<file path="config.mk">
export PLATFORM = sky130hd
export DESIGN_NAME = slot_router
export DESIGN_NICKNAME = d
export VERILOG_FILES = /design/src/rtl/slot_router_pkg.sv /design/src/rtl/slot_router_ctrl.sv /design/src/rtl/slot_router_dp.sv /design/src/rtl/slot_router.sv
export SDC_FILE = /design/constraint.sdc
export NUM_CORES = 1
export LEC_CHECK = 0
export BUFFER_PORTS_ARGS = -buffer_cell sky130_fd_sc_hd__buf_2
export CORE_ASPECT_RATIO = 0.9
export CORE_MARGIN = 5
export CORE_UTILIZATION = 38
export DETAILED_ROUTE_END_ITERATION = 7
export PLACE_DENSITY = 0.53
export SYNTH_ARGS = -nofsm -noshare
export SYNTH_HDL_FRONTEND = slang
export SYNTH_SLANG_ARGS = --single-unit
</file>
<file path="constraint.sdc">
create_clock -name clk -period 3 [get_ports clk]
set_input_delay 0.3 -clock clk [delete_from_list [all_inputs] [get_ports clk]]
set_output_delay 0.3 -clock clk [all_outputs]
set_load 0.1 [all_outputs]
</file>
<file path="src/rtl/slot_router_pkg.sv">
package slot_router_pkg;
  localparam int CHAN_W  = 3;
  localparam int STRB_W  = 4;
  localparam int CNT_W   = 4;
  localparam int NUM_CH  = 3;
  localparam int RUN_W   = CNT_W + 3;

  typedef struct packed {
    logic              last;
    logic              byteUnit;
    logic [CNT_W-1:0]  cnt;
    logic [STRB_W-1:0] strb;
    logic [CHAN_W-1:0] chan;
  } entry_t;

  localparam int ENTRY_W = $bits(entry_t);

  localparam logic [CHAN_W-1:0] CH_D     = 3'b010;
  localparam logic [CHAN_W-1:0] CH_M1    = 3'b101;
  localparam logic [CHAN_W-1:0] CH_M2    = 3'b110;
  localparam logic [CHAN_W-1:0] CH_GRANT = 3'b111;

  typedef struct packed {
    logic [RUN_W-1:0] lastRun;
    logic             stop;
  } seqInfo_t;

  typedef struct packed {
    logic [1:0] active;
    logic [1:0] restart;
    logic [1:0] advance;
  } ctl_t;
endpackage

</file>
<file path="src/rtl/slot_router_ctrl.sv">
module slot_router_ctrl
  import slot_router_pkg::*;
#(
  parameter int FRAME_BITS = 96,
  localparam int FB_W = $clog2(FRAME_BITS)
) (
  input  logic                clk,
  input  logic                rstN,
  input  logic                enable,
  input  logic                frameSync,
  input  seqInfo_t [1:0]      info,
  output ctl_t                ctl
);
  logic [1:0] actV, restartV, advanceV;

  for (genvar s = 0; s < 2; s++) begin : g_side
    logic             act;
    logic [RUN_W-1:0] run;
    logic [FB_W-1:0]  fb;
    logic             runEnd, fbEnd;

    assign runEnd = (run == info[s].lastRun);
    assign fbEnd  = (fb == FB_W'(FRAME_BITS - 1));

    assign actV[s]     = act;
    assign restartV[s] = enable & frameSync;
    assign advanceV[s] = enable & ~frameSync & act & runEnd & ~fbEnd & ~info[s].stop;

    always_ff @(posedge clk) begin
      if (!rstN) begin
        act <= 1'b0;
        run <= '0;
        fb  <= '0;
      end else if (!enable) begin
        act <= 1'b0;
      end else if (frameSync) begin
        act <= 1'b1;
        run <= '0;
        fb  <= '0;
      end else if (act) begin
        fb <= fb + 1'b1;
        if (fbEnd) begin
          act <= 1'b0;
        end else if (runEnd) begin
          run <= '0;
          if (info[s].stop) act <= 1'b0;
        end else begin
          run <= run + 1'b1;
        end
      end
    end
  end

  assign ctl = '{active: actV, restart: restartV, advance: advanceV};
endmodule

</file>
<file path="src/rtl/slot_router_dp.sv">
module slot_router_dp
  import slot_router_pkg::*;
#(
  parameter int DEPTH = 16,
  localparam int AW = $clog2(DEPTH)
) (
  input  logic                clk,
  input  logic                rstN,
  input  logic                enable,
  input  logic                wrEn,
  input  logic [AW:0]         wrAddr,
  input  logic [ENTRY_W-1:0]  wrData,
  input  logic                rxLine,
  input  logic [NUM_CH-1:0]   txData,
  input  ctl_t                ctl,
  output seqInfo_t [1:0]      info,
  output logic                grantStb,
  output logic [NUM_CH-1:0]   rxValid,
  output logic [NUM_CH-1:0]   txReq,
  output logic [STRB_W-1:0]   rxStrobe,
  output logic [STRB_W-1:0]   txStrobe,
  output logic                txLine,
  output logic                dGrant
);
  entry_t tbl [2][DEPTH];
  entry_t cur [2];
  logic [NUM_CH-1:0] chanHit [2];

  function automatic logic [NUM_CH-1:0] decodeChan(input logic [CHAN_W-1:0] c);
    case (c)
      CH_D:    return 3'b001;
      CH_M1:   return 3'b010;
      CH_M2:   return 3'b100;
      default: return 3'b000;
    endcase
  endfunction

  always_ff @(posedge clk) begin
    if (!rstN) begin
      for (int s = 0; s < 2; s++)
        for (int i = 0; i < DEPTH; i++)
          tbl[s][i] <= '{last: 1'b1, default: '0};
    end else if (wrEn && !enable) begin
      tbl[wrAddr[AW]][wrAddr[AW-1:0]] <= entry_t'(wrData);
    end
  end

  for (genvar s = 0; s < 2; s++) begin : g_side
    logic [AW-1:0] idx;

    always_ff @(posedge clk) begin
      if (!rstN)                idx <= '0;
      else if (ctl.restart[s])  idx <= '0;
      else if (ctl.advance[s])  idx <= idx + 1'b1;
    end

    assign cur[s]          = tbl[s][idx];
    assign info[s].lastRun = cur[s].byteUnit ? {cur[s].cnt, 3'b111} : {3'b000, cur[s].cnt};
    assign info[s].stop    = cur[s].last | (idx == AW'(DEPTH - 1));
    assign chanHit[s]      = ctl.active[s] ? decodeChan(cur[s].chan) : '0;
  end

  assign grantStb = ctl.active[0] & (cur[0].chan == CH_GRANT);

  always_ff @(posedge clk) begin
    if (!rstN)         dGrant <= 1'b0;
    else if (grantStb) dGrant <= rxLine;
  end

  assign rxValid  = chanHit[0];
  assign txReq    = chanHit[1];
  assign rxStrobe = ctl.active[0] ? cur[0].strb : '0;
  assign txStrobe = ctl.active[1] ? cur[1].strb : '0;
  assign txLine   = (|chanHit[1]) ? |(chanHit[1] & txData) : 1'b1;
endmodule

</file>
<file path="src/rtl/slot_router.sv">
module slot_router
  import slot_router_pkg::*;
#(
  parameter int DEPTH = 16,
  parameter int FRAME_BITS = 96,
  localparam int AW = $clog2(DEPTH)
) (
  input  logic                clk,
  input  logic                rstN,
  input  logic                enable,
  input  logic                frameSync,
  input  logic                wrEn,
  input  logic [AW:0]         wrAddr,
  input  logic [ENTRY_W-1:0]  wrData,
  input  logic                rxLine,
  input  logic [NUM_CH-1:0]   txData,
  output logic [NUM_CH-1:0]   rxValid,
  output logic [NUM_CH-1:0]   txReq,
  output logic [STRB_W-1:0]   rxStrobe,
  output logic [STRB_W-1:0]   txStrobe,
  output logic                txLine,
  output logic                dGrant
);
  ctl_t           ctl;
  seqInfo_t [1:0] info;
  logic           grantStb;

  slot_router_ctrl #(.FRAME_BITS(FRAME_BITS)) u_ctrl (
    .clk(clk), .rstN(rstN), .enable(enable), .frameSync(frameSync),
    .info(info), .ctl(ctl)
  );

  slot_router_dp #(.DEPTH(DEPTH)) u_dp (
    .clk(clk), .rstN(rstN), .enable(enable), .wrEn(wrEn), .wrAddr(wrAddr),
    .wrData(wrData), .rxLine(rxLine), .txData(txData), .ctl(ctl),
    .info(info), .grantStb(grantStb), .rxValid(rxValid), .txReq(txReq),
    .rxStrobe(rxStrobe), .txStrobe(txStrobe), .txLine(txLine), .dGrant(dGrant)
  );
endmodule

</file>
# Word level (Yosys, flattened, before mapping)
# Memories as Yosys holds them, arrays and structs flattened.
# Index checks and enable logic that the tools add are counted.
[classes]
add_sub_neg = 6
eq_ne = 15
shift = 0
bitwise_logic = 23
div = 0
reduce_logical = 14
n_lt_le_gt_ge = 4
multipliers = 0
muxes = 46
[ops]
columns = ["cell", "n"]
rows = [
  ["208-bit 2-to-1 mux", 3],
  ["208-bit OR reduction", 1],
  ["13-bit binary-select mux with 4-bit select", 2],
  ["7-bit 2-to-1 mux", 14],
  ["13-bit 2-to-1 mux", 5],
  ["13-bit demux with 4-bit select", 1],
  ["7-bit by 1-bit adder with 7-bit output (second input constant)", 4],
  ["3-bit one-hot mux with 3 select lines", 2],
  ["3-bit equality test (second input constant)", 5],
  ["5-bit greater-or-equal comparator (second input constant)", 3],
  ["1-bit 2-to-1 mux", 15],
  ["4-bit NOT with 5-bit output", 3],
  ["7-bit equality test", 2],
  ["7-bit equality test (second input constant)", 2],
  ["1-bit bitwise AND", 11],
  ["4-bit by 1-bit adder with 4-bit output (second input constant)", 2],
  ["4-bit equality test (second input constant)", 2],
  ["4-bit 2-to-1 mux", 2],
  ["3-bit by 2-bit equality test with 1-bit output (second input constant)", 2],
  ["3-bit 2-to-1 mux", 2],
  ["1-bit NOT", 6],
  ["2-bit AND reduction", 3],
  ["3-bit AND reduction", 2],
  ["3-bit OR reduction", 2],
  ["other kinds (8)", 12],
]
[word_totals]
mem_bits_ro = 0
ramBits = 416
latchBits = 0
input_bits = 27
ff_bits = 39
mem_count = 1
elab_cells = 118
[mem_list]
columns = ["memory", "depth", "word_bits", "rd", "rd_ports_with_merged_regs", "wr", "line_no", "source"]
rows = [
  ["u_dp.tbl", 2, 208, 2, 0, 2, "slot_router_dp.sv:25", "entry_t tbl [2][DEPTH];"],
]

# Logic depth before layout (Yosys ltp)
[logic_depth]
ltp_word = 10
ltp_mapped = 11
mapped_depth_nobuf = 9

# Cells and area by module
# Synthesis repeated with hierarchy kept, for this count alone.
[hier_totals]
cells_unflattened = 1300
hier_area_um2 = 20292.0
[modules_own_cells]
columns = ["mod", "area_per_inst_um2", "n_inst", "seq_area_each_um2", "cells_each"]
rows = [
  ["slot_router_dp", 18542.8, 1, 12672.2, 1081],
  ["slot_router_ctrl", 1749.2, 1, 600.6, 219],
]

# Worst setup path before layout
# OpenSTA, ideal clock, no wires.
[synth_path]
path_kind = "reg2out"
startpoint = "register u_dp.g_side[1].idx[0]"
endpoint = "output txLine"
path_slack_ps = -2913
stages_incl_launch_ff = 9
required_time_ps = 2700
arrival_time_ps = 5613
cell_sequence = "dfxtp_1 > buf_6 > buf_12 > buf_12 > buf_2 > mux4_2 > mux4_2 > nor3_1 > a21oi_1"
[synth_between]
elab_chain_len = 10
[synth_rtl]
columns = ["item", "line_no", "source"]
rows = [
  ["start, declared", "slot_router_dp.sv:49", "logic [AW-1:0] idx;"],
  ["start signal, assigned", "slot_router_dp.sv:54", "else if (ctl.advance[s]) idx <= idx + 1'b1;"],
  ["4-bit NOT with 5-bit output (not written as such) *", "slot_router_dp.sv:57", "assign cur[s] = tbl[s][idx];"],
  ["13-bit binary-select mux with 4-bit select *", "slot_router_dp.sv:57", ""],
  ["13-bit 2-to-1 mux (not written as such) * (2 in a row)", "slot_router_dp.sv:57", ""],
  ["3-bit equality test or 3-bit by 2-bit equality test with 1-bit output (tied branches)", "slot_router_dp.sv:30", "case (c)"],
  ["3-bit one-hot mux with 3 select lines *", "slot_router_dp.sv:30", ""],
  ["3-bit 2-to-1 mux *", "slot_router_dp.sv:60", "assign chanHit[s] = ctl.active[s] ? decodeChan(cur[s].chan) : '0;"],
  ["net txReq[1]", "slot_router.sv:18", "output logic [NUM_CH-1:0] txReq,"],
  ["3-bit bitwise AND", "slot_router_dp.sv:74", "assign txLine = (|chanHit[1]) ? |(chanHit[1] & txData) : 1'b1;"],
  ["3-bit OR reduction", "slot_router_dp.sv:74", ""],
  ["1-bit 2-to-1 mux *", "slot_router_dp.sv:74", ""],
  ["end, declared", "slot_router.sv:21", "output logic txLine,"],
]
# The timed path passes the listed nets; every way through them passes the cells marked *. The select of a mux whose other input is x is not followed.

# Final worst setup path
[layout_path]
startpoint = "register u_dp.g_side[0].idx[0]"
endpoint = "output rxValid[2]"
[layout_between]
elab_chain_len = 7
[layout_rtl]
columns = ["item", "line_no", "source"]
rows = [
  ["start, declared", "slot_router_dp.sv:49", ""],
  ["start signal, assigned", "slot_router_dp.sv:54", ""],
  ["4-bit NOT with 5-bit output (not written as such) *", "slot_router_dp.sv:57", ""],
  ["13-bit binary-select mux with 4-bit select *", "slot_router_dp.sv:57", ""],
  ["13-bit 2-to-1 mux (not written as such) * (2 in a row)", "slot_router_dp.sv:57", ""],
  ["3-bit equality test or 3-bit by 2-bit equality test with 1-bit output (tied branches)", "slot_router_dp.sv:30", ""],
  ["3-bit one-hot mux with 3 select lines *", "slot_router_dp.sv:30", ""],
  ["3-bit 2-to-1 mux *", "slot_router_dp.sv:60", ""],
  ["end, declared", "slot_router.sv:17", "output logic [NUM_CH-1:0] rxValid,"],
]
# Every way passes the cells marked *; elsewhere a longest branch is shown, timed or not. The select of a mux whose other input is x is not followed.

==> impl_metrics.csv <==
group,metric,value,unit
run_status,status,"complete, but fails checks",
run_status,violations,"setup timing",
hold_path,timing.hold.worst.start,"enable",
drt,drc,0,
synth,synth_top_cells_by_count,"sky130_fd_sc_hd__edfxtp_1 (416), sky130_fd_sc_hd__and2_1 (205), sky130_fd_sc_hd__mux4_2 (104), sky130_fd_sc_hd__nor2_1 (78), sky130_fd_sc_hd__nand2_1 (71)",
hold_path,timing.hold.worst_path_depth,4,
grt,number_of_antenna_violations_at_the_first_check_in_global_routing,2,
die,initial_core_util,38.55,%
drt,first_pass_iters,5,
sta,hold_ws,0.1844,ns
sta,timing_max_transition_violations_final,0,
drt,vias,12070,
drt,drt-total-wl,51480,um
clocking,cts_max_level,2,
drt,first_iter_violations,1097,
critical_path,crit_path_end_kind,"output port",
synth,post-synth-top-count-cell,"sky130_fd_sc_hd__edfxtp_1",
critical_path,max_stage_delay,0.51,ns
sta,relSlewSlack,24.34,%
hold_path,hp-class,"in2reg",
clocking,clock_latency,0.60,ns
grt,globalRouteTotalUtil,17.37,%
clocking,cts-buffers-inserted,49,
clocking,cts_tree,"done",
sta,finalHoldViolCount,0,
placed_design,place.port_buffers,42,
synth,synth.yosys.warnings,0,
clocking,cts.sink_count,455,
finish,post_layout_instance_count_excluding_filler_cells,2272,
synth,synth_area_per_cell,15.28,um2
grt,grt_pass1_wl,77140,um
pwr,p_leak,8.559,nW
sta,max_slew.worst_pin.slew,1.132,ns
finish,antenna_cells,0,
grt,pin_count_of_the_biggest_net_entering_global_routing,51,
sta,max_freq,312.0,MHz
sta,setup_repair_after_global_routing_missed_its_margin,"yes",
synth,synth_nets,1376,
drt,ant_nets,0,
sta,clock_skew,0.02575,ns
placed_design,gpl.final_weighted_congestion,0.7773,
synth,ys_async_sr_fraction,0,%
die,die_w,255.0,um
die,fp.coreArea,53250,um2
critical_path,crit_type,"reg2out",
critical_path,required_time_of_the_critical_path,2.70,ns
die,die_height,230.5,um
critical_path,critical-path-slowest-cell,"sky130_fd_sc_hd__mux4_2",
synth,number_of_synthesized_register_bits,455,
critical_path,timing.rr.start,"u_dp.g_side[1].idx[0]",
sta,setup_slack,-0.2046,ns
critical_path,worstSetupStartpointType,"flip-flop",
finish,number_of_nets_in_the_finished_design,1568,
grt,vias_in_the_first_global_route,12140,
finish,final_core_util,47.05,%
synth,synth_seq_area_share,64.66,%
pwr,p_total,0.01441,W
clocking,clkSlewWorstSetupHoldPaths,0.06,ns
pwr,worst_ir_drop_vdd,0.4498,mV
die,fp.dieArea,58770,um2
synth,most_area_consuming_cells_after_synthesis,"sky130_fd_sc_hd__edfxtp_1 (61%), sky130_fd_sc_hd__mux4_2 (11%), sky130_fd_sc_hd__and2_1 (6.2%)",
sta,tns,-3.262,ns
critical_path,r2r-end,"u_dp.g_side[1].idx[0]",
drt,detail_route.vias_per_cell,5.312,
sta,final.min_clock_period,3.205,ns
synth,netlist.top_cell.by_area,"sky130_fd_sc_hd__edfxtp_1",
critical_path,reg2reg_depth,12,
hold_path,timing.hold.worst_endpoint,"u_ctrl.g_side[0].act",
finish,drive_above_1_share,31.75,%
placed_design,dp.final_hpwl,33280,um
synth,netlist_instances,1343,
synth,syn-cell-area,20530,um2
critical_path,crit_path_max_fanout,8,
drt,wl_per_cell,22.66,um
die,ios,43,
synth,synth.distinct_cells,82,
pwr,pwr_per_cell_area,575.2,nW/um2
synth,count_of_flip_flops_with_a_built_in_enable_after_synthesis,416,
synth,synth.top_cell.area_share,60.86,%
placed_design,post-place-cells,2134,
grt,grt_remaining_overflow,0,
clocking,clockBufferDepth,3,
critical_path,r2r_slack,-0.19,ns
die,core.rowCount,80,
critical_path,worstPathCellList,"buf_6, buf_12, mux4_2, mux4_2, nand3b_1, nor2_4, buf_12",
clocking,root_buffer,"sky130_fd_sc_hd__clkbuf_16",
sta,min_period_over_period,106.8,%
run,max_cap_violations,0,
synth,synth-main-ff-cell,"sky130_fd_sc_hd__edfxtp_1",
finish,synthToLayoutAreaGrowth,22.05,%
critical_path,data_arrival_at_the_endpoint_of_the_critical_path,2.90,ns
sta,setup_violations,33,
[stage by stage]
step,instance area (um2),setup WS [ns]
after floorplan,20640,-0.3717
after CTS,24610,-0.2686
after detailed placement,22430,-0.1398
final,25050,-0.2046
after global routing,25050,-0.2962
after global placement,22430,-0.09383
[how the worst max path moves through the flow]
stage	end	slack, ns	from	cells past startpoint
3_5_place_dp	u_dp.g_side[0].idx[2]	-0.14	u_dp.g_side[0].idx[0]	8
6_report	rxValid[2]	-0.20	u_dp.g_side[0].idx[0]	7
3_3_place_gp	u_dp.g_side[0].idx[3]	-0.09	u_dp.g_side[0].idx[0]	11
4_1_cts	rxValid[2]	-0.27	u_dp.g_side[0].idx[0]	7
5_1_grt	rxValid[2]	-0.30	u_dp.g_side[0].idx[0]	7
2_1_floorplan	txLine	-0.37	u_dp.g_side[1].idx[0]	8
[state kept, by name, summed over array words and instances, names as in the netlist]
register / flops
u_dp.dGrant: 1
u_ctrl.g_side.act: 2
u_ctrl.g_side.run: 14
u_dp.g_side.idx: 8
u_dp.tbl: 416
u_ctrl.g_side.fb: 14
[cell families (layout without fill, tap and decap cells)]
kind of cell	count (synthesis)	after routing	share of synthesized area (%)
flip-flops	455	455	64.66
XOR/XNOR	8	8	0.3414
AND/OR/NAND/NOR	475	475	12.61
adder cells (fa/ha/maj)	6	6	0.3657
multiplexers	147	147	14.57
AO/OA/AOI/OAI	138	139	4.474
buffers and inverters	114	345	2.974
[layout make-up]
type	count	area, um2
Timing Repair Buffer	228	2156
Multi-Input combinational cell	775	6998
Clock inverter	34	386.6
Sequential cell	455	13290
Inverter	26	97.59
Fill cell	4611	28200
Clock buffer	57	1256
Tap cell	697	872.1
[layer usage]
metal | global-route usage [%] | share of wire (%)
met1 | 26.01 | 46
met2 | 27.07 | 47
met3 | 2.577 | 5.1
met4 | 3.972 | 1.7
met5 | 0 | 0.052
[cells in the final DEF, fill, tap and decap left out, types with 27 or more instances in the layout]
| cell | n |
|---|---|
| sky130_fd_sc_hd__buf_4 | 146 |
| sky130_fd_sc_hd__buf_12 | 31 |
| sky130_fd_sc_hd__clkbuf_16 | 49 |
| sky130_fd_sc_hd__dfxtp_1 | 35 |
| sky130_fd_sc_hd__and2_1 | 197 |
| sky130_fd_sc_hd__mux4_2 | 107 |
| sky130_fd_sc_hd__edfxtp_1 | 416 |
| sky130_fd_sc_hd__nor2_1 | 73 |
| sky130_fd_sc_hd__buf_2 | 27 |
| sky130_fd_sc_hd__nand2_1 | 69 |
[power breakdown]
part | switching [W] | internal (W) | leakage [nW]
clock | 0.00259 | 0.00356 | 0.776
combinational | 0.000520 | 0.000312 | 3.52
sequential | 0.000106 | 0.00732 | 4.27
[repair_timing]
item,CTS,global route
cloned,3,0
buffers inserted,27,23
endpoints found under the setup margin,34,39
pin swaps,18,29
gates resized for setup,71,81
hold buffers,1,0
endpoints found under the hold margin,1,0
[worst max-delay path: cells and delay by family (launching register included)]
| family | cells | cell delay, ns |
|---|---|---|
| buffers and inverters | 3 | 0.44 |
| multiplexers | 2 | 1.00 |
| AND/OR/NAND/NOR | 2 | 0.47 |
| flip-flops | 1 | 0.37 |
Power figures use the tool's default switching activity.
